==> src/rtl/mem_bus_arbiter.sv <==
module mem_bus_arbiter #(
  parameter int NCLI     = 4,
  parameter int AW       = 16,
  parameter int DW       = 16,
  parameter int XFER_CYC = 2,
  parameter int GAP_W    = 8
) (
  input  logic              clk,
  input  logic              rst_n,
  input  logic              cpu_req,
  input  logic              cpu_we,
  input  logic [AW-1:0]     cpu_addr,
  input  logic [DW-1:0]     cpu_wdata,
  output logic [DW-1:0]     cpu_rdata,
  output logic              cpu_wait,
  input  logic [NCLI-1:0]   cli_req,
  input  logic [NCLI-1:0]   cli_we,
  input  logic [NCLI*AW-1:0] cli_addr,
  input  logic [NCLI*DW-1:0] cli_wdata,
  output logic [NCLI-1:0]   cli_gnt,
  output logic [NCLI-1:0]   cli_done,
  output logic [DW-1:0]     cli_rdata,
  input  logic              thr_en,
  input  logic [GAP_W-1:0]  thr_gap,
  output logic              mem_en,
  output logic              mem_we,
  output logic [AW-1:0]     mem_addr,
  output logic [DW-1:0]     mem_wdata,
  input  logic [DW-1:0]     mem_rdata
);
  localparam int CW   = $clog2(XFER_CYC + 1);
  localparam int BULK = NCLI - 1;

  logic [NCLI-1:0]  gnt_q;
  logic [CW-1:0]    left_q;
  logic [GAP_W-1:0] hold_q;

  logic             busy, last, slot;
  logic [NCLI-1:0]  bulk_mask, elig, pick;
  logic [AW-1:0]    c_addr;
  logic [DW-1:0]    c_wdata;
  logic             c_we;

  assign busy      = |gnt_q;
  assign last      = busy && (left_q == CW'(1));
  assign slot      = (!busy || last) && !cpu_req;
  assign bulk_mask = (thr_en && hold_q != '0) ? (NCLI'(1) << BULK) : '0;
  assign elig      = cli_req & ~bulk_mask;
  assign pick      = elig & (~elig + NCLI'(1));

  always_ff @(posedge clk) begin
    if (!rst_n) begin
      gnt_q  <= '0;
      left_q <= '0;
      hold_q <= '0;
    end else begin
      if (busy && !last) begin
        left_q <= left_q - CW'(1);
      end else if (slot && elig != '0) begin
        gnt_q  <= pick;
        left_q <= CW'(XFER_CYC);
      end else begin
        gnt_q  <= '0;
        left_q <= '0;
      end

      if (slot && pick[BULK])
        hold_q <= thr_en ? thr_gap : '0;
      else if (slot && hold_q != '0)
        hold_q <= hold_q - GAP_W'(1);
    end
  end

  always_comb begin
    c_addr  = '0;
    c_wdata = '0;
    c_we    = 1'b0;
    for (int k = 0; k < NCLI; k++) begin
      if (gnt_q[k]) begin
        c_addr  = c_addr  | cli_addr[k*AW +: AW];
        c_wdata = c_wdata | cli_wdata[k*DW +: DW];
        c_we    = c_we    | cli_we[k];
      end
    end
  end

  assign mem_en    = busy | cpu_req;
  assign mem_we    = busy ? c_we : (cpu_req & cpu_we);
  assign mem_addr  = busy ? c_addr : cpu_addr;
  assign mem_wdata = busy ? c_wdata : cpu_wdata;

  assign cpu_wait  = cpu_req & busy;
  assign cli_gnt   = gnt_q;
  assign cli_done  = gnt_q & {NCLI{last}};
  assign cpu_rdata = mem_rdata;
  assign cli_rdata = mem_rdata;
endmodule

==> config.mk <==
export PLATFORM = sky130hd
export DESIGN_NAME = mem_bus_arbiter
export DESIGN_NICKNAME = d
export VERILOG_FILES = /design/src/rtl/mem_bus_arbiter.sv
export SDC_FILE = /design/constraint.sdc
export NUM_CORES = 1
export LEC_CHECK = 0
export BUFFER_PORTS_ARGS = -buffer_cell sky130_fd_sc_hd__buf_2
export CAP_MARGIN = 20
export CORE_AREA = 2 2 104 106
export CTS_CLUSTER_SIZE = 25
export DETAILED_ROUTE_END_ITERATION = 8
export DIE_AREA = 0 0 106 108
export HOLD_SLACK_MARGIN = 0.12
export PLACE_DENSITY = 0.69
export SLEW_MARGIN = 20
export SYNTH_ARGS = -nofsm -noshare
export SYNTH_HDL_FRONTEND = slang
export SYNTH_SLANG_ARGS = --single-unit
==> constraint.sdc <==
create_clock -name clk -period 2 [get_ports clk]
set_input_delay 0.3 -clock clk [delete_from_list [all_inputs] [get_ports clk]]
set_output_delay 0.3 -clock clk [all_outputs]
set_load 0.02 [all_outputs]
# After elaboration in Yosys (flattened, before gate mapping)
# Index checks and enable logic that the tools add are counted.
[word_totals] wordCells=61 inputBits=197 ff_bits=14 output_inout_bits=75
[op_classes] n_eq_ne=1 add_sub_neg=3 muxes=22 bitwise_logic=17 n_reduce_logical=15
[ops] op="$mux W16" count=10
[ops] op="$or A16 B16 Y16" count=6
[ops] op="$mux W8" count=3
[ops] op="$and A4 B4 Y4" count=3
[ops] op="$mux W4" count=2
[ops] op="$not A4 Y4" count=2
[ops] op="$reduce_bool A8 Y1" count=1
[ops] op="$sub A8 B1 Y8 const B" count=1
[ops] op="$logic_and A1 B1 Y1" count=7
[ops] op="$mux W1" count=5
[ops] op="$add A4 B1 Y4 const B" count=1
[ops] op="$mux W2" count=2
[ops] op="$or A1 B1 Y1" count=4
[ops] op="$reduce_bool A4 Y1" count=1
[ops] op="$reduce_or A4 Y1" count=1
[ops] op="$logic_not A1 Y1" count=3
[ops] op="$and A1 B1 Y1" count=2
[ops] op="$eq A2 B1 Y1 const B" count=1
[ops] op="$reduce_bool A2 Y1" count=1
[ops] op="$sub A2 B1 Y2 const B" count=1
[ops] op="$logic_or A1 B1 Y1" count=1

# Longest topological paths before layout
# Gate-level depths: netlist of the first run.
[depth] word_depth=10 depth_mapped=9 depth_no_buf=7

# Worst setup path after synthesis of the first run
# OpenSTA, ideal clock, no wires.
[synth_path] path_type="reg-to-reg" from="reg gnt_q[0], in the netlist cli_gnt[0]" to="reg hold_q[4]" setup_time_ps=73 period_less_slack_ps=2268 stages_incl_launch_ff=9 path_buffers=3 arrival_time_ps=2196 required_ps=1927 path_slack_ps=-268 path_cell_list="dfxtp_1 buf_2 or4_1 clkbuf_2 a21o_1 buf_6 a211o_4 mux2_4 o22ai_2"
[synth_via] elab_chain_cells=6 word_cells_on_any_way=9 cone_classes="mux (1); reduce/logical (8)"
[synth_rtl] item="start, declared" line="34" rtl="logic [NCLI-1:0] gnt_q;"
[synth_rtl] item="start signal, assigned" line="60" rtl="gnt_q <= pick;"
[synth_rtl] item="$reduce_or A4 Y1 *" line="44" rtl="assign busy = |gnt_q;"
[synth_rtl] item="$logic_not A1 Y1 or $logic_and A1 B1 Y1 (tied branches)" line="46, 45"
[synth_rtl] item="$logic_or A1 B1 Y1 *" line="46" rtl="assign slot = (!busy || last) && !cpu_req;"
[synth_rtl] item="$logic_and A1 B1 Y1 *" line="46"
[synth_rtl] item="$logic_and A1 B1 Y1, on equally long branches" line="67, 69"
[synth_rtl] item="$mux W8 or $reduce_bool A2 Y1 (tied branches)"
[synth_rtl] item="end signal, assigned" line="68" rtl="hold_q <= thr_en ? thr_gap : '0;"
[synth_rtl] item="end signal, assigned" line="70" rtl="hold_q <= hold_q - GAP_W'(1);"
[synth_rtl] item="end, declared" line="36" rtl="logic [GAP_W-1:0] hold_q;"
# Mark *: on every way between the ends. The rest lies on a longest branch, timed or not.
# A chain may end at the register's enable or synchronous reset.

# Worst setup path in the final report of the first run
[layout_path] from="reg gnt_q[0], in the netlist cli_gnt[0]" to="reg hold_q[5]"
# The elaborated chain is that of the path after synthesis.

==> results of run 1 <==
## cell type report
cell class | count | area (um^2) | area share (%)
multi-input combinational | 217 | 2180 | 49.67
timing repair buffer | 257 | 1678 | 38.24
sequential | 14 | 284.0 | 6.473
tap | 136 | 170.2 | 3.878
clock buffer | 4 | 55.05 | 1.255
inverter | 5 | 18.77 | 0.4277
antenna | 1 | 2.502 | 0.05703
## worst min-delay path, stage by stage
cell	delay (ns)
buf_2	0.09
a21oi_2	0.05
nor3b_2	0.13
## worst paths after layout
check              from         to  slack, ns  depth (start not counted)
min reg2reg   left_q[0]  left_q[0]       0.42                          1
min          thr_gap[5]  hold_q[5]       0.38                          3
max reg2reg  cli_gnt[0]  hold_q[5]      -0.15                          7
max          cli_gnt[0]  hold_q[5]      -0.15                          7
## synth_stat cells (all sizes together), types with 2 or more instances
cell type / n
dfxtp: 14
inv: 5
clkbuf: 22
nor2: 37
a31oi: 32
o21ai: 7
xnor2: 3
a21o: 2
or4: 3
a21oi: 7
a22oi: 66
or2: 3
a32oi: 2
and2: 7
ha: 3
a211o: 2
nand2: 10
nor2b: 2
mux2: 2
buf: 38
a21boi: 7
nand3: 4
nor4: 4
## per-layer routing
layer	vias up	GRT usage, %	wire length, um
met5	-	0	0
met4	0	4.981	210
met2	171	35.71	6142
li1	1514	-	-
met3	16	2.170	845
met1	1511	19.83	4318
## kinds of logic (layout without fill, tap and decap cells)
group                    count (synthesis)  in the layout  share of synthesized area, %
AO/OA/AOI/OAI                          131            131                         45.05
adder cells (fa/ha/maj)                  3              3                         1.812
multiplexers                             2              2                         1.449
other                                    0              1                             0
flip-flops                              14             14                         13.53
buffers and inverters                   65            266                         18.48
AND/OR/NAND/NOR                         78             78                         18.42
XOR/XNOR                                 3              3                         1.268
## power groups by stage
stage | Clock, mW | Combinational [mW] | Sequential [mW]
final | 0.278 | 2.61 | 0.435
after floorplan | 0 | 1.49 | 0.420
after detailed placement | 0 | 2.07 | 0.431
after CTS | 0.285 | 2.51 | 0.428
after global placement | 0 | 2.03 | 0.427
after global routing | 0.292 | 2.79 | 0.445
## metrics by stage
| step | cells | instance area, um^2 | util [%] | setup TNS (ns) |
|---|---|---|---|---|
| floorplan | 296 | 2649 | - | -1.903 |
| global placement | 619 | 3695 | 36.11 | -0.04528 |
| finish | 634 | 4388 | 42.89 | -3.752 |
| global route | 634 | 4388 | 42.89 | -5.440 |
| detailed placement | 619 | 3695 | 36.11 | -0.04764 |
| CTS | 631 | 4263 | 41.67 | -4.396 |
## registers in the layout (all words and copies together), names as in the netlist
name	cells
left_q	2
cli_gnt	4
hold_q	8
## what timing repair did
item                       4_1_cts  5_1_grt
buffers inserted                 3        0
resized for setup              109       16
gates cloned                     5        2
setup endpoints to repair       32       43
pin swaps                        6       11
==> impl_metrics.tcl, run 1 <==
set metrics [dict create \
    clock_skew_ns 0.003756 \
    postCtsHoldBufs 0 \
    relSlewSlack_pct 64.74 \
    final_common_cell "buf_2" \
    cts_root_buffer "clkbuf_8" \
    htree_num_levels 1 \
    routabilityCongestion 0.8366 \
    maxCapViolCount 0 \
    yosys-top-cells-area "a22oi_1 (24%), dfxtp_1 (14%), buf_4 (12%)" \
    synth_seq_cells 14 \
    min_path_type "in -> reg" \
    p_comb_share_pct 78.5 \
    synth.cell_area_um2 2072 \
    syn_area_per_cell_um2 7.000 \
    syn_inst 296 \
    power.switching_mw 1.486 \
    final_cell_mix "buf_2 (191), a22oi_1 (66), buf_4 (40)" \
    finalCriticalPeriod_ns 2.146 \
    die_h_um 108 \
    slew_violations 0 \
    fp.dieW_um 106 \
    crit_type "reg -> reg" \
    synth_cell_type_count 44 \
    crit_chain "or4_4 -> buf_8 -> a21o_4 -> a211o_4 -> buf_4 -> o311a_1 -> nor3b_2" \
    synthToLayoutAreaGrowth_pct 111.8 \
    overflow 0 \
    track_usage_pct 17.92 \
    hold_viol_final 0 \
    cts_buffers 3 \
    crit_arrival_ns 2.32 \
    start_util_pct 20.25 \
    num_rows 37 \
    num_vias 3212 \
    io_pins 272 \
    drt-pass1-iter-count 5 \
    hpwl_um 7950 \
    pre_cts_ws_ns -0.02558 \
    ant_nets 0 \
    core-area_um2 10230 \
    grt_pass1_wl_um 16300 \
    synth_fp_nets 496 \
    dr.first_iter.drc_count 239 \
    async_flop_share_pct 0 \
    io_buffers 223 \
    cts.sink_count 14 \
    crit_required_ns 2.17 \
    rsz0062_at_grt "true" \
    synthFlopType "dfxtp_1" \
    finalNetCount 698 \
    clockBufferDepth 2 \
    cpLargestDelayFamily "simple AND/OR/NAND/NOR gates" \
    cp_slowest_stage_delay_ns 0.57 \
    fin_crit_sh_pct 107.3 \
    drive_gt1_share_pct 69.82 \
    setup.worst_path.end_class "register" \
    path_max_fanout 7 \
    holdWs_ns 0.3757 \
    yosysTopAreaCellShare_pct 23.91 \
    drc_errors 0 \
    cts_tree "yes" \
    power_density_nw_per_um2 756.8 \
    fp.dieArea_um2 11450 \
    critPathBufInv 2 \
    ys_seq_area_share_pct 13.53 \
    worst_slack_ns -0.1458 \
    viasPerCell 5.066 \
    leakagePower_nw 1.785 \
    ys_warn_count 0 \
    fmax_ghz 0.4660 \
    clockPowerShare_pct 8.4 \
    antenna_found_initial 1 \
    clk_pin_slew_ns 0.06 \
    tightest_slew_ns 0.5289 \
    fill_cells 987 \
    grt_pass1_vias 3143 \
    insertion_delay_ns 0.24 \
    drt_wl_total_um 11520 \
    totalPowerFinal_mw 3.321 \
    synth_edf_count 0 \
    p_int_mw 1.835 \
    wire_per_inst_um 18.17 \
    vdd_drop_max_mv 0.4026 \
    grt_start_max_net_pins 38 \
    status "complete, but fails checks" \
    seq_power_share_pct 13.1 \
    power.share.switching_pct 44.74 \
    setup_viol 41 \
    yosysTopAreaCell "a22oi_1" \
    startpoint_type "register" \
    crit_slowest_cell "or4_4" \
    violations "negative setup slack" \
]
No activity file was read; power rests on OpenSTA's default activity.
==> inputs of run 2 (changes only) <==
--- a/config.mk
+++ b/config.mk
@@ -7,12 +7,13 @@
 export LEC_CHECK = 0
 export BUFFER_PORTS_ARGS = -buffer_cell sky130_fd_sc_hd__buf_2
 export CAP_MARGIN = 20
-export CORE_AREA = 2 2 104 106
+export CORE_AREA = 2 2 106 108
+export CTS_BUF_LIST = sky130_fd_sc_hd__clkbuf_4 sky130_fd_sc_hd__clkbuf_8
 export CTS_CLUSTER_SIZE = 25
 export DETAILED_ROUTE_END_ITERATION = 8
-export DIE_AREA = 0 0 106 108
+export DIE_AREA = 0 0 108 110
 export HOLD_SLACK_MARGIN = 0.12
-export PLACE_DENSITY = 0.69
+export PLACE_DENSITY = 0.67
 export SLEW_MARGIN = 20
 export SYNTH_ARGS = -nofsm -noshare
 export SYNTH_HDL_FRONTEND = slang
==> run 2 against run 1 <==
The run still ends with negative setup slack left. Core utilization down 2.1 points. Register-to-register slack better by 0.11 ns. Global-route usage down 3.0 points. Die area up 3.8%.
==> impl_metrics.tcl, run 2 (synthesis results as in run 1) <==
set metrics [dict create \
    status "complete, but fails checks" \
    violations "negative setup slack" \
    hold_viol_final 0 \
    clockPowerShare_pct 7.0 \
    place_area_um2 3717 \
    drt_wl_total_um 11000 \
    crit_required_ns 1.70 \
    path_max_fanout 6 \
    num_vias 3170 \
    grt_pass1_vias 3004 \
    totalPowerFinal_mw 3.263 \
    regMostFlops "hold_q" \
    crit_slowest_cell "or4_4" \
    rrSetupSlack_ns -0.04 \
    cts_tree "yes" \
    clock_skew_ns 0.001491 \
    power.switching_mw 1.465 \
    track_usage_pct 14.94 \
    slew_violations 0 \
    min_path_cells 3 \
    io_buffers 223 \
    fin_area_um2 4363 \
    worstReg2RegStart "cli_gnt[1]" \
    tns_ns -3.018 \
    critPathBufInv 3 \
    maxCapViolCount 0 \
    antenna_found_initial 0 \
    fin_crit_sh_pct 106.4 \
    cp_slowest_stage_delay_ns 0.59 \
    cpLargestDelayFamily "simple AND/OR/NAND/NOR gates" \
    cp.depth 6 \
    dr.first_iter.drc_count 257 \
    fp.dieArea_um2 11880 \
    wire_per_inst_um 17.32 \
    clockBufferDepth 2 \
    antennaDiodeCount 0 \
    startpoint_type "register" \
    p_int_mw 1.798 \
    final_cell_mix "buf_2 (196), a22oi_1 (66), a31oi_4 (32)" \
    cts.sink_count 14 \
    drt-pass1-iter-count 4 \
    leakagePower_nw 1.777 \
    drc_errors 0 \
    vdd_drop_max_mv 0.5496 \
    holdWs_ns 0.3921 \
    tightest_slew_ns 0.4517 \
    fp.dieW_um 108 \
    clk_pin_slew_ns 0.06 \
    cp-endpoint "mem_addr[7]" \
    final_common_cell "buf_2" \
    grt_pass1_wl_um 14040 \
    core-area_um2 10700 \
    num_rows 38 \
    crit_arrival_ns 1.83 \
    ant_nets 0 \
    die_h_um 110 \
    rsz0062_at_grt "true" \
    cts_root_buffer "clkbuf_8" \
    p_comb_share_pct 79.8 \
    largest_reg_flops 8 \
    drive_gt1_share_pct 69.70 \
    cts_buffers 3 \
    hpwl_um 7953 \
    insertion_delay_ns 0.24 \
    htree_num_levels 1 \
    worstSetupStartpoint "cli_gnt[1]" \
    overflow 0 \
    power_density_nw_per_um2 747.8 \
    seq_power_share_pct 13.2 \
    relSlewSlack_pct 69.88 \
    crit_type "reg -> out" \
    reg2regPathDepth 5 \
    final_core_util_pct 40.78 \
    dp.cells 622 \
    viasPerCell 4.992 \
    synthToLayoutAreaGrowth_pct 110.6 \
    setup_viol 37 \
    fmax_ghz 0.4698 \
    routabilityCongestion 0.8116 \
    crit_chain "or4_4 -> buf_12 -> clkbuf_16 -> nor2_2 -> a31oi_4 -> buf_2" \
    io_pins 272 \
    finalCriticalPeriod_ns 2.129 \
    pre_cts_ws_ns -0.05337 \
    power.share.switching_pct 44.89 \
    finalNetCount 697 \
    r2r-end "hold_q[4]" \
    worst_slack_ns -0.1287 \
    start_util_pct 19.37 \
    grt_start_max_net_pins 45 \
    stdcell_count 635 \
    postCtsHoldBufs 0 \
    setup.worst_path.end_class "output port" \
    min_path_type "in -> reg" \
]
-- run 2: layer usage --
layer	up-vias	track usage [%]	wire [um]
met4	0	3.755	294
met5	-	0	0
met2	161	30.14	5943
li1	1506	-	-
met1	1484	16.12	3959
met3	19	2.234	800
-- run 2: layout make-up --
class | instances | area (um^2)
multi-input combinational | 217 | 2146
clock buffer | 3 | 41.29
fill | 1063 | 6335
timing repair buffer | 256 | 1698
tap | 140 | 175.2
inverter | 5 | 18.77
sequential | 14 | 284.0
-- run 2: what timing repair did --
item                                   CTS  global route
setup endpoints to repair               36            39
cloned                                   1             7
pin swaps                                1             9
setup buffers                            0             2
gates resized for setup                 47            69
endpoints found under the hold margin    0             0
-- run 2: worst min-delay path by stage --
stage                from  slack (ns)        end
2_1_floorplan   left_q[0]        0.41  left_q[0]
3_3_place_gp    left_q[0]        0.43  left_q[0]
3_5_place_dp    left_q[0]        0.43  left_q[0]
4_1_cts        thr_gap[7]        0.40  hold_q[7]
5_1_grt        thr_gap[7]        0.40  hold_q[7]
6_report       thr_gap[5]        0.39  hold_q[5]
-- run 2: tightest hold or removal path: stages --
cell	delay, ns
buf_2	0.09
a21oi_2	0.05
nor3b_2	0.15
-- run 2: power groups by stage --
stage	clock network (mW)	logic, mW	registers [mW]
final	0.229	2.60	0.431
after global routing	0.250	2.78	0.445
after CTS	0.235	2.24	0.427
after detailed placement	0	2.10	0.432
after global placement	0	2.05	0.425
after floorplan	0	1.49	0.420
